**config.mk**
```make
export PLATFORM = sky130hd
export DESIGN_NAME = sb_issue_scoreboard
export DESIGN_NICKNAME = d
export VERILOG_FILES = /design/src/rtl/sb_pkg.sv /design/src/rtl/sb_reg_tags.sv /design/src/rtl/sb_unit_slot.sv /design/src/rtl/sb_wb_arbiter.sv /design/src/rtl/sb_issue_scoreboard.sv
export SDC_FILE = /design/constraint.sdc
export NUM_CORES = 1
export LEC_CHECK = 0
export ABC_AREA = 1
export BUFFER_PORTS_ARGS = -buffer_cell sky130_fd_sc_hd__buf_2
export CAP_MARGIN = 20
export CORE_MARGIN = 2
export CORE_UTILIZATION = 40
export DETAILED_ROUTE_END_ITERATION = 8
export PLACE_DENSITY = 0.6
export SLEW_MARGIN = 20
export SYNTH_ARGS = -nofsm -noshare
export SYNTH_HDL_FRONTEND = slang
export SYNTH_SLANG_ARGS = --single-unit
export TNS_END_PERCENT = 30
```
**constraint.sdc**
```tcl
create_clock -name clk -period 6.4 [get_ports clk]
set_input_delay 1.28 -clock clk [delete_from_list [all_inputs] [get_ports clk]]
set_output_delay 1.28 -clock clk [all_outputs]
set_load 0.02 [all_outputs]
```
**src/rtl/sb_pkg.sv**
```systemverilog
package sb_pkg;
  // life cycle of one function-unit slot
  typedef enum logic [1:0] {
    UNIT_IDLE = 2'd0,
    UNIT_WAIT = 2'd1,
    UNIT_EXEC = 2'd2
  } unit_phase_e;
endpackage

```
**src/rtl/sb_reg_tags.sv**
```systemverilog
module sb_reg_tags #(
  parameter int NUM_REGS = 8,
  parameter int TW       = 3,
  parameter logic [TW-1:0] NONE = '1
) (
  input  logic                        clk,
  input  logic                        rst,
  input  logic                        set_en,
  input  logic [$clog2(NUM_REGS)-1:0] set_reg,
  input  logic [TW-1:0]               set_tag,
  input  logic                        clr_en,
  input  logic [$clog2(NUM_REGS)-1:0] clr_reg,
  input  logic [$clog2(NUM_REGS)-1:0] look_dst,
  input  logic [$clog2(NUM_REGS)-1:0] look_s1,
  input  logic [$clog2(NUM_REGS)-1:0] look_s2,
  output logic [TW-1:0]               tag_dst,
  output logic [TW-1:0]               tag_s1,
  output logic [TW-1:0]               tag_s2
);
  logic [TW-1:0] tags [NUM_REGS];

  always_ff @(posedge clk) begin
    if (rst) begin
      for (int i = 0; i < NUM_REGS; i++) tags[i] <= NONE;
    end else begin
      if (clr_en) tags[clr_reg] <= NONE;
      if (set_en) tags[set_reg] <= set_tag;
    end
  end

  assign tag_dst = tags[look_dst];
  assign tag_s1  = tags[look_s1];
  assign tag_s2  = tags[look_s2];


  waw_free_chk: assert property (@(posedge clk) disable iff (rst)
    set_en |-> tags[set_reg] == NONE);


  tag_clear_chk: assert property (@(posedge clk) disable iff (rst)
    (clr_en && !(set_en && set_reg == clr_reg)) |=> tags[$past(clr_reg)] == NONE);
endmodule

```
**src/rtl/sb_unit_slot.sv**
```systemverilog
module sb_unit_slot #(
  parameter int RW = 3,
  parameter int TW = 3,
  parameter logic [TW-1:0] NONE = '1
) (
  input  logic                    clk,
  input  logic                    rst,
  input  logic                    issue_en,
  input  logic [RW-1:0]           iss_dst,
  input  logic [RW-1:0]           iss_src1,
  input  logic [RW-1:0]           iss_src2,
  input  logic [TW-1:0]           iss_q1,
  input  logic [TW-1:0]           iss_q2,
  input  logic                    rd_go,
  input  logic                    wr_go,
  input  logic                    wb_valid,
  input  logic [TW-1:0]           wb_tag,
  output sb_pkg::unit_phase_e     phase,
  output logic [RW-1:0]           dst_o,
  output logic [RW-1:0]           src1_o,
  output logic [RW-1:0]           src2_o,
  output logic                    rdy1_o,
  output logic                    rdy2_o
);
  import sb_pkg::*;

  logic [TW-1:0] q1, q2;

  always_ff @(posedge clk) begin
    if (rst) begin
      phase  <= UNIT_IDLE;
      dst_o  <= '0;
      src1_o <= '0;
      src2_o <= '0;
      q1     <= NONE;
      q2     <= NONE;
      rdy1_o <= 1'b0;
      rdy2_o <= 1'b0;
    end else begin
      case (phase)
        UNIT_IDLE: if (issue_en) begin
          phase  <= UNIT_WAIT;
          dst_o  <= iss_dst;
          src1_o <= iss_src1;
          src2_o <= iss_src2;
          q1     <= iss_q1;
          q2     <= iss_q2;
          rdy1_o <= (iss_q1 == NONE);
          rdy2_o <= (iss_q2 == NONE);
        end
        UNIT_WAIT: begin
          if (rd_go) begin
            phase  <= UNIT_EXEC;
            rdy1_o <= 1'b0;
            rdy2_o <= 1'b0;
          end else begin
            if (wb_valid && q1 == wb_tag) begin
              rdy1_o <= 1'b1;
              q1     <= NONE;
            end
            if (wb_valid && q2 == wb_tag) begin
              rdy2_o <= 1'b1;
              q2     <= NONE;
            end
          end
        end
        UNIT_EXEC: if (wr_go) begin
          phase <= UNIT_IDLE;
          q1    <= NONE;
          q2    <= NONE;
        end
        default: phase <= UNIT_IDLE;
      endcase
    end
  end


  unit_free_chk: assert property (@(posedge clk) disable iff (rst)
    issue_en |-> phase == UNIT_IDLE);


  read_advance_chk: assert property (@(posedge clk) disable iff (rst)
    rd_go |=> phase == UNIT_EXEC);


  wr_exec_chk: assert property (@(posedge clk) disable iff (rst)
    wr_go |-> phase == UNIT_EXEC);
endmodule

```
**src/rtl/sb_wb_arbiter.sv**
```systemverilog
module sb_wb_arbiter #(
  parameter int N = 4
) (
  input  logic         clk,
  input  logic         rst,
  input  logic [N-1:0] req,
  output logic [N-1:0] grant
);
  always_comb begin
    grant = '0;
    for (int i = N - 1; i >= 0; i--) begin
      if (req[i]) grant = N'(1) << i;
    end
  end


  wb_onehot_chk: assert property (@(posedge clk) disable iff (rst)
    $onehot0(grant));


  wb_req_chk: assert property (@(posedge clk) disable iff (rst)
    (req != '0) |-> ((grant & ~req) == '0 && grant != '0));
endmodule

```
**src/rtl/sb_issue_scoreboard.sv**
```systemverilog
module sb_issue_scoreboard #(
  parameter int NUM_FU   = 4,
  parameter int NUM_REGS = 8
) (
  input  logic                        clk,
  input  logic                        rst,
  input  logic                        in_valid,
  input  logic [$clog2(NUM_FU)-1:0]   in_unit,
  input  logic [$clog2(NUM_REGS)-1:0] in_dst,
  input  logic [$clog2(NUM_REGS)-1:0] in_src1,
  input  logic [$clog2(NUM_REGS)-1:0] in_src2,
  input  logic [NUM_FU-1:0]           done_req,
  output logic                        issue_ok,
  output logic [NUM_FU-1:0]           rd_grant,
  output logic [NUM_FU-1:0]           wr_grant,
  output logic [$clog2(NUM_REGS)-1:0] wr_reg
);
  import sb_pkg::*;

  localparam int UW = $clog2(NUM_FU);
  localparam int RW = $clog2(NUM_REGS);
  localparam int TW = $clog2(NUM_FU + 1);
  localparam logic [TW-1:0] NONE = TW'(NUM_FU);

  unit_phase_e     phase_a [NUM_FU];
  logic [RW-1:0]   dst_a   [NUM_FU];
  logic [RW-1:0]   src1_a  [NUM_FU];
  logic [RW-1:0]   src2_a  [NUM_FU];
  logic [NUM_FU-1:0] rdy1_a, rdy2_a;

  logic [TW-1:0] tag_dst, tag_s1, tag_s2;
  logic [TW-1:0] iss_q1, iss_q2;
  logic [TW-1:0] wb_tag;
  logic          wb_valid;
  logic [NUM_FU-1:0] war_block, wb_req;

  // register result-status table
  sb_reg_tags #(.NUM_REGS(NUM_REGS), .TW(TW), .NONE(NONE)) u_tags (
    .clk      (clk),
    .rst      (rst),
    .set_en   (issue_ok),
    .set_reg  (in_dst),
    .set_tag  (TW'(in_unit)),
    .clr_en   (wb_valid),
    .clr_reg  (wr_reg),
    .look_dst (in_dst),
    .look_s1  (in_src1),
    .look_s2  (in_src2),
    .tag_dst  (tag_dst),
    .tag_s1   (tag_s1),
    .tag_s2   (tag_s2)
  );

  // issue decision: unit free and destination not already pending
  always_comb begin
    issue_ok = in_valid && (phase_a[in_unit] == UNIT_IDLE) && (tag_dst == NONE);
  end

  // a producer writing back this very cycle no longer counts as pending
  assign iss_q1 = (wb_valid && tag_s1 == wb_tag) ? NONE : tag_s1;
  assign iss_q2 = (wb_valid && tag_s2 == wb_tag) ? NONE : tag_s2;

  // per-unit status slots
  for (genvar u = 0; u < NUM_FU; u++) begin : g_slot
    sb_unit_slot #(.RW(RW), .TW(TW), .NONE(NONE)) u_slot (
      .clk      (clk),
      .rst      (rst),
      .issue_en (issue_ok && (in_unit == UW'(u))),
      .iss_dst  (in_dst),
      .iss_src1 (in_src1),
      .iss_src2 (in_src2),
      .iss_q1   (iss_q1),
      .iss_q2   (iss_q2),
      .rd_go    (rd_grant[u]),
      .wr_go    (wr_grant[u]),
      .wb_valid (wb_valid),
      .wb_tag   (wb_tag),
      .phase    (phase_a[u]),
      .dst_o    (dst_a[u]),
      .src1_o   (src1_a[u]),
      .src2_o   (src2_a[u]),
      .rdy1_o   (rdy1_a[u]),
      .rdy2_o   (rdy2_a[u])
    );
    assign rd_grant[u] = (phase_a[u] == UNIT_WAIT) && rdy1_a[u] && rdy2_a[u];
  end

  // write-after-read: hold a writer while an unread ready source names its dst
  always_comb begin
    for (int u = 0; u < NUM_FU; u++) begin
      war_block[u] = 1'b0;
      for (int f = 0; f < NUM_FU; f++) begin
        if (phase_a[f] == UNIT_WAIT &&
            ((rdy1_a[f] && src1_a[f] == dst_a[u]) ||
             (rdy2_a[f] && src2_a[f] == dst_a[u])))
          war_block[u] = 1'b1;
      end
      wb_req[u] = done_req[u] && (phase_a[u] == UNIT_EXEC) && !war_block[u];
    end
  end

  sb_wb_arbiter #(.N(NUM_FU)) u_arb (
    .clk   (clk),
    .rst   (rst),
    .req   (wb_req),
    .grant (wr_grant)
  );

  always_comb begin
    wb_valid = |wr_grant;
    wb_tag   = NONE;
    wr_reg   = '0;
    for (int u = 0; u < NUM_FU; u++) begin
      if (wr_grant[u]) begin
        wb_tag = TW'(u);
        wr_reg = dst_a[u];
      end
    end
  end


  rd_wr_excl_chk: assert property (@(posedge clk) disable iff (rst)
    (rd_grant & wr_grant) == '0);


  issue_valid_chk: assert property (@(posedge clk) disable iff (rst)
    !in_valid |-> !issue_ok);
endmodule

```
==> impl_metrics.tcl, run 1 <==
set metrics [dict create \
    wl_per_cell_um 16.8 \
    cap_violations 0 \
    rsz0062_at_grt "no" \
    grt_max_degree 44 \
    synth_cell_type_count 49 \
    postCtsSetupBuffers 0 \
    crit_buf_inv 3 \
    dr.pass1.iters 5 \
    synth_warnings 0 \
    place.gp.congestion 0.939 \
    antennaDiodeCount 0 \
    grt_first_pass_wirelength_mm 40.4 \
    area_delta_synth_final_pct 5.96 \
    relSlewSlack 0.414 \
    start_kind "flip-flop" \
    worstSkewPairLatency_ns 0.37 \
    yosys.area.top_type "dfxtp_1" \
    grt_overflow 0 \
    crit_type "flip-flop to primary output" \
    vias_per_cell 5.24 \
    cts_tree "built" \
    max_freq_mhz 232 \
    cp.required_ns 5.12 \
    power.leakage_nw 3.95 \
    postCtsHoldBufs 0 \
    hold_path.class "flip-flop to flip-flop" \
    synth_edf_count 16 \
    timing.final.crit_share 0.673 \
    critPathSlowestCell "dfxtp_1" \
    vdd_drop_max_uv 135 \
    end_kind "primary output" \
    finClkSkew_ns 0.0126 \
    clk_pin_slew_ns 0.08 \
    crit_top_cell "nand2_1" \
    totalWireLength_mm 25.5 \
    p_per_area_mw_per_mm2 264 \
    synth_top_area_share 0.219 \
    finish.net_count 1312 \
    die_area_sq_mm 0.0203 \
    cts_max_path_buffers 2 \
    cts_resized 0 \
    numCtsBuffers 9 \
    first_global_vias 7231 \
    status "finished, final reports clean" \
    path_cells "inv_2 > o21ai_0 > nor2_1 > nand2_1 > nand2_1 > nand2_1 > inv_1 > nor2_2 > nand2_4 > nand2_4 > o22ai_1 > nor2_1 > o21ai_4 > buf_2" \
    netlist_area_sq_mm 0.00766 \
    avgSynthCellArea_sq_um 5.97 \
    cpPeakStageDelay_ns 0.70 \
    antenna_found_initial 0 \
    htreeDepth 3 \
    slew_violations 0 \
    grtUsageTotal 0.260 \
    drive_gt1_frac 0.0935 \
    initial_core_util 0.408 \
    dieHeight_um 142 \
    postRouteAntennaNets 0 \
    synthFlopType "dfxtp_1" \
    postSynthNetCount 1317 \
    initialDrtViolationCount 594 \
    synthCells 1283 \
    core-area_sq_mm 0.0188 \
    clock_sinks 100 \
    timing_hold_violations_final 0 \
    synth-seq-cells 100 \
    final_util 0.433 \
    pin_count 30 \
    die_x_um 142 \
    vias 7946 \
    most-common-layout-cells "nand2_1 (437), nor2_1 (169), inv_1 (133)" \
    setup_viol_count_final 0 \
    synth_area_leaders "dfxtp_1 (22%), nand2_1 (21%), nor2_1 (8.3%), inv_1 (6.5%), edfxtp_1 (6.3%)" \
    ctsRootBufferMaster "clkbuf_16" \
    rows 50 \
    ys_seq_area_frac 0.282 \
    whs_ns 0.473 \
    setup_tns_ns 0 \
    critPathTopFamily "simple AND/OR/NAND/NOR gates" \
    port_buffers 29 \
    finalPower_mw 2.14 \
    layout_commonest_cell "nand2_1" \
    tightest_slew_ns 0.877 \
    cp_data_arrival_time_ns 3.03 \
    dp_hpwl_mm 18.5 \
    async_flop_share 0 \
    final.min_clock_period_ns 4.31 \
    cp_max_fo 16 \
    drcViolationCount 0 \
]
[path summary, 6_finish.rpt]
check / start / end / slack, ns / cells past startpoint
max: g_slot[0].u_slot.dst_o[2]$_SDFFE_PP0P_ / wr_reg[2] / 2.09 / 14
min: g_slot[3].u_slot.q1[1]$_SDFFE_PP0P_ / g_slot[3].u_slot.q1[1]$_SDFFE_PP0P_ / 0.47 / 2
max reg2reg: g_slot[3].u_slot.dst_o[0]$_SDFFE_PP0P_ / g_slot[2].u_slot.q2[1]$_SDFFE_PP0P_ / 2.96 / 17
min reg2reg: g_slot[3].u_slot.q1[1]$_SDFFE_PP0P_ / g_slot[3].u_slot.q1[1]$_SDFFE_PP0P_ / 0.47 / 2
[state kept, by name, summed over array words and instances, names as in the netlist]
signal,flops
g_slot.u_slot.dst_o,12
g_slot.u_slot.phase,8
g_slot.u_slot.q1,12
g_slot.u_slot.q2,12
g_slot.u_slot.rdy1_o,4
g_slot.u_slot.rdy2_o,4
g_slot.u_slot.src1_o,12
g_slot.u_slot.src2_o,12
u_tags.tags,24
[through the flow]
| step | cell area [sq um] | cells | worst slack, ns |
|---|---|---|---|
| after floorplan | 7660 | 1283 | 2.89 |
| after global placement | 7820 | 1501 | 2.38 |
| after detailed placement | 7820 | 1501 | 2.28 |
| after CTS | 8120 | 1517 | 2.14 |
| after global routing | 8120 | 1517 | 1.93 |
| final | 8120 | 1517 | 2.09 |
[kinds of logic after synthesis]
group,synth area share
AND/OR/NAND/NOR,0.406
AO/OA/AOI/OAI,0.163
buffers and inverters,0.115
flip-flops,0.282
adder cells (fa/ha/maj),0.0261
XOR/XNOR,0.00800
[cells in the mapped netlist (5+ instances only)]
cell / n
buf_2: 7
buf_4: 14
xnor2_1: 7
a21oi_1: 95
nand3_1: 68
dfxtp_1: 84
o21ai_0: 73
nor2_4: 6
ha_1: 16
inv_2: 18
nand2_4: 5
clkbuf_1: 17
nor2_1: 169
inv_1: 133
edfxtp_1: 16
nand3_2: 7
nand2_2: 16
clkinv_1: 5
nand2_1: 437
o22ai_1: 5
o21ai_1: 33
buf_6: 7
[area by class of cell]
type | count | area, sq um
fill | 2060 | 10600
multi-input combinational | 979 | 4620
sequential | 100 | 2160
inverter | 158 | 598
tap | 234 | 293
clock buffer | 9 | 225
timing repair buffer | 30 | 153
clock inverter | 7 | 72.6
[routing by layer]
layer  track usage  vias to the layer above  routed length, um
met1         0.349                     3547              11400
met2         0.415                      287              11300
met5             0                        -                  0
met4         0.121                        0               1050
met3        0.0367                       66               1660
li1              -                     4046                  -
[worst min-delay path, delay by kind of cell, from the launching register on]
| kind | cells | cell delay, ns |
|---|---|---|
| AO/OA/AOI/OAI | 1 | 0.06 |
| flip-flops | 1 | 0.31 |
| buffers and inverters | 1 | 0.06 |
[power breakdown]
part	switching [mW]	internal [mW]
logic	0.503	0.247
clock network	0.280	0.306
registers	0.0845	0.721
total	0.868	1.27
No activity file was read; power rests on OpenSTA's default activity.
==> run 2: changes to the inputs <==
--- a/config.mk
+++ b/config.mk
@@ -5,7 +5,7 @@
 export SDC_FILE = /design/constraint.sdc
 export NUM_CORES = 1
 export LEC_CHECK = 0
-export ABC_AREA = 1
+export ABC_AREA = 0
 export BUFFER_PORTS_ARGS = -buffer_cell sky130_fd_sc_hd__buf_2
 export CAP_MARGIN = 20
 export CORE_MARGIN = 2
==> constraint.sdc (replaced) <==
create_clock -name clk -period 4.3 [get_ports clk]
set_input_delay 0.86 -clock clk [delete_from_list [all_inputs] [get_ports clk]]
set_output_delay 0.86 -clock clk [all_outputs]
set_load 0.02 [all_outputs]
==> run 2 against run 1 <==
  * Via count fell by 23%
  * Clock-buffer cell count unchanged
  * Final area fell by 6.2%
  * Wire length down 19%
  * First-iteration DRC count is 3.2% higher
  * Hold slack improved by 0.0017 ns
  * Worst setup slack worse by 1.8 ns
  * Critical path type unchanged
  * Global-route usage shrank 4.6 points
  * Core utilization fell by 0.56 points
  * Sequential power increased by 29%
==> impl_metrics.tcl, run 2 <==
set metrics [dict create \
    area_delta_synth_final_pct 5.33 \
    wl_per_cell_um 19.9 \
    die_area_sq_mm 0.0192 \
    cts_max_path_buffers 2 \
    grt_first_pass_wirelength_mm 32.6 \
    place_area_sq_mm 0.00733 \
    dr.pass1.iters 5 \
    postCtsSetupBuffers 0 \
    initialDrtViolationCount 613 \
    synthFlopType "dfxtp_1" \
    core-area_sq_mm 0.0178 \
    postCtsHoldBufs 0 \
    whs_path_depth 2 \
    cp_num_cells 10 \
    most-common-layout-cells "xnor2_1 (93), dfxtp_1 (84), nand2_1 (82)" \
    pre_cts_slack_ns 0.506 \
    cp_data_arrival_time_ns 3.19 \
    antenna_found_initial 0 \
    fin_cells 1036 \
    final_util 0.427 \
    vias 6132 \
    grt_max_degree 47 \
    fin_area_sq_mm 0.00762 \
    first_global_vias 5751 \
    clock_sinks 100 \
    synthAdderAreaFrac 0.0277 \
    grt_overflow 0 \
    max_freq_mhz 247 \
    hold_path.class "flip-flop to flip-flop" \
    regArea_sq_mm 0.00216 \
    clk_pin_slew_ns 0.07 \
    netlist_area_sq_mm 0.00723 \
    htreeDepth 3 \
    timing.final.crit_share 0.942 \
    cp_max_fo 14 \
    reg2reg_depth 11 \
    port_buffers 29 \
    setup_tns_ns 0 \
    ctsRootBufferMaster "clkbuf_16" \
    synth-seq-cells 100 \
    relSlewSlack 0.423 \
    nFillCells 1750 \
    synth_top_area_share 0.232 \
    synthTopCellsByCount "xnor2_1 (93), dfxtp_1 (84), nand2_1 (82)" \
    vdd_drop_max_uv 198 \
    largest_register_ffs 24 \
    synthMuxAreaShare 0.0858 \
    grtUsageTotal 0.215 \
    async_flop_share 0 \
    synthCells 829 \
    crit_top_cell "nand4_1" \
    cp.required_ns 3.44 \
    cpPeakStageDelay_ns 0.55 \
    path_cells "inv_1 > ha_1 > and2_1 > nand4_1 > nand4_1 > a2111o_1 > inv_4 > a211oi_1 > a211oi_2 > buf_2" \
    numCtsBuffers 9 \
    finClkSkew_ns 0.0109 \
    synth_xor_area_frac 0.117 \
    layout_commonest_cell "xnor2_1" \
    whs_ns 0.475 \
    drcViolationCount 0 \
    synth_area_leaders "dfxtp_1 (23%), xnor2_1 (11%), edfxtp_1 (6.6%), mux2i_1 (4.8%), a21oi_1 (4.5%)" \
    finalPower_mw 2.32 \
    multiInputGateArea_sq_mm 0.00451 \
    place.gp.congestion 0.868 \
    p_per_area_mw_per_mm2 304 \
    synth_compound_area_frac 0.202 \
    cap_violations 0 \
    finish.net_count 836 \
    dp.cells 1020 \
    drive_gt1_frac 0.136 \
    dp_hpwl_mm 15.0 \
    crit_type "flip-flop to primary output" \
    dieHeight_um 138 \
    cts_tree "built" \
    final.min_clock_period_ns 4.05 \
    slew_violations 0 \
    vias_per_cell 5.92 \
    antennaDiodeCount 0 \
    setup_viol_count_final 0 \
    power.leakage_nw 2.63 \
    pin_count 30 \
    timing_hold_violations_final 0 \
    postSynthNetCount 863 \
    synth-simple-area-share 0.191 \
    end_kind "primary output" \
    critPathTopFamily "compound AO/OA/AOI/OAI gates" \
    worstSkewPairLatency_ns 0.36 \
    postLayoutSetupSlackWorst_ns 0.251 \
    synth_cell_type_count 86 \
    critPathSlowestCell "a2111o_1" \
    ys_seq_area_frac 0.299 \
    yosys.cell_count.top_type "xnor2_1" \
    rsz0062_at_grt "no" \
    tightest_slew_ns 0.865 \
    synth_top_family_by_area "compound AO/OA/AOI/OAI gates" \
    crit_buf_inv 3 \
    initial_core_util 0.405 \
    avgSynthCellArea_sq_um 8.73 \
    synth_edf_count 16 \
    start_kind "flip-flop" \
    status "finished, final reports clean" \
    yosys.area.top_type "dfxtp_1" \
    die_x_um 138 \
    postRouteAntennaNets 0 \
    totalWireLength_mm 20.6 \
    rows 49 \
    synth_warnings 0 \
    cts_resized 0 \
    largest_register "u_tags.tags" \
]
[run 2: cell count changes after synthesis, moves of 16 or more]
cell     delta
o21ai_1    -23
inv_1     -111
buf_2      +23
nand3_1    -54
mux2i_1    +35
a21oi_1    -30
inv_2      -16
o21ai_0    -56
nor3_1     +17
xnor2_1    +86
nor2_1    -110
nand4_1    +35
nand2_1   -355
and2_1     +19
[run 2: kinds of logic (layout without fill, tap and decap cells)]
group,count (synthesis),after routing
multiplexers,47,47
buffers and inverters,109,87
adder cells (fa/ha/maj),16,16
flip-flops,100,100
XOR/XNOR,97,97
AO/OA/AOI/OAI,190,190
AND/OR/NAND/NOR,270,270
[run 2: worst register-to-register path, cell delays in order (launching register included)]
cell and delay [ns]:
dfxtp_1 0.40, inv_1 0.09, ha_1 0.31, and2_1 0.26, nand4_1 0.10, nand4_1 0.18, a2111o_1 0.56, o21ai_2 0.43
a21boi_0 0.25, o41ai_4 0.49, nand2_1 0.14, o41a_1 0.38
[run 2: routing by layer]
metal / up-vias / global-route usage / wire length (um)
met5: - / 0 / 0
met4: 0 / 0.0757 / 456
met3: 31 / 0.0287 / 1270
met2: 205 / 0.357 / 9780
met1: 2981 / 0.286 / 9130
li1: 2915 / - / -
[run 2: final timing paths]
kind / start / endpoint / slack (ns)
max reg2reg: g_slot[3].u_slot.phase[1]$_SDFFE_PP0P_ / g_slot[2].u_slot.q2[2]$_SDFFE_PP1P_ / 0.61
max: g_slot[3].u_slot.phase[1]$_SDFFE_PP0P_ / wr_reg[0] / 0.25
min reg2reg: g_slot[3].u_slot.q2[1]$_SDFFE_PP0P_ / g_slot[3].u_slot.q2[1]$_SDFFE_PP0P_ / 0.47
min: g_slot[3].u_slot.q2[1]$_SDFFE_PP0P_ / g_slot[3].u_slot.q2[1]$_SDFFE_PP0P_ / 0.47
[run 2: layout make-up]
class	count	share of cell area
Timing Repair Buffer	46	0.0358
Clock inverter	7	0.00870
Multi-Input combinational cell	620	0.592
Tap cell	229	0.0376
Clock buffer	9	0.0296
Sequential cell	100	0.284
Inverter	25	0.0126
[run 2: where the power goes]
part	total, mW	internal (mW)	switching, mW
Combinational	0.446	0.174	0.272
Clock	0.825	0.411	0.413
Sequential	1.04	0.988	0.0565
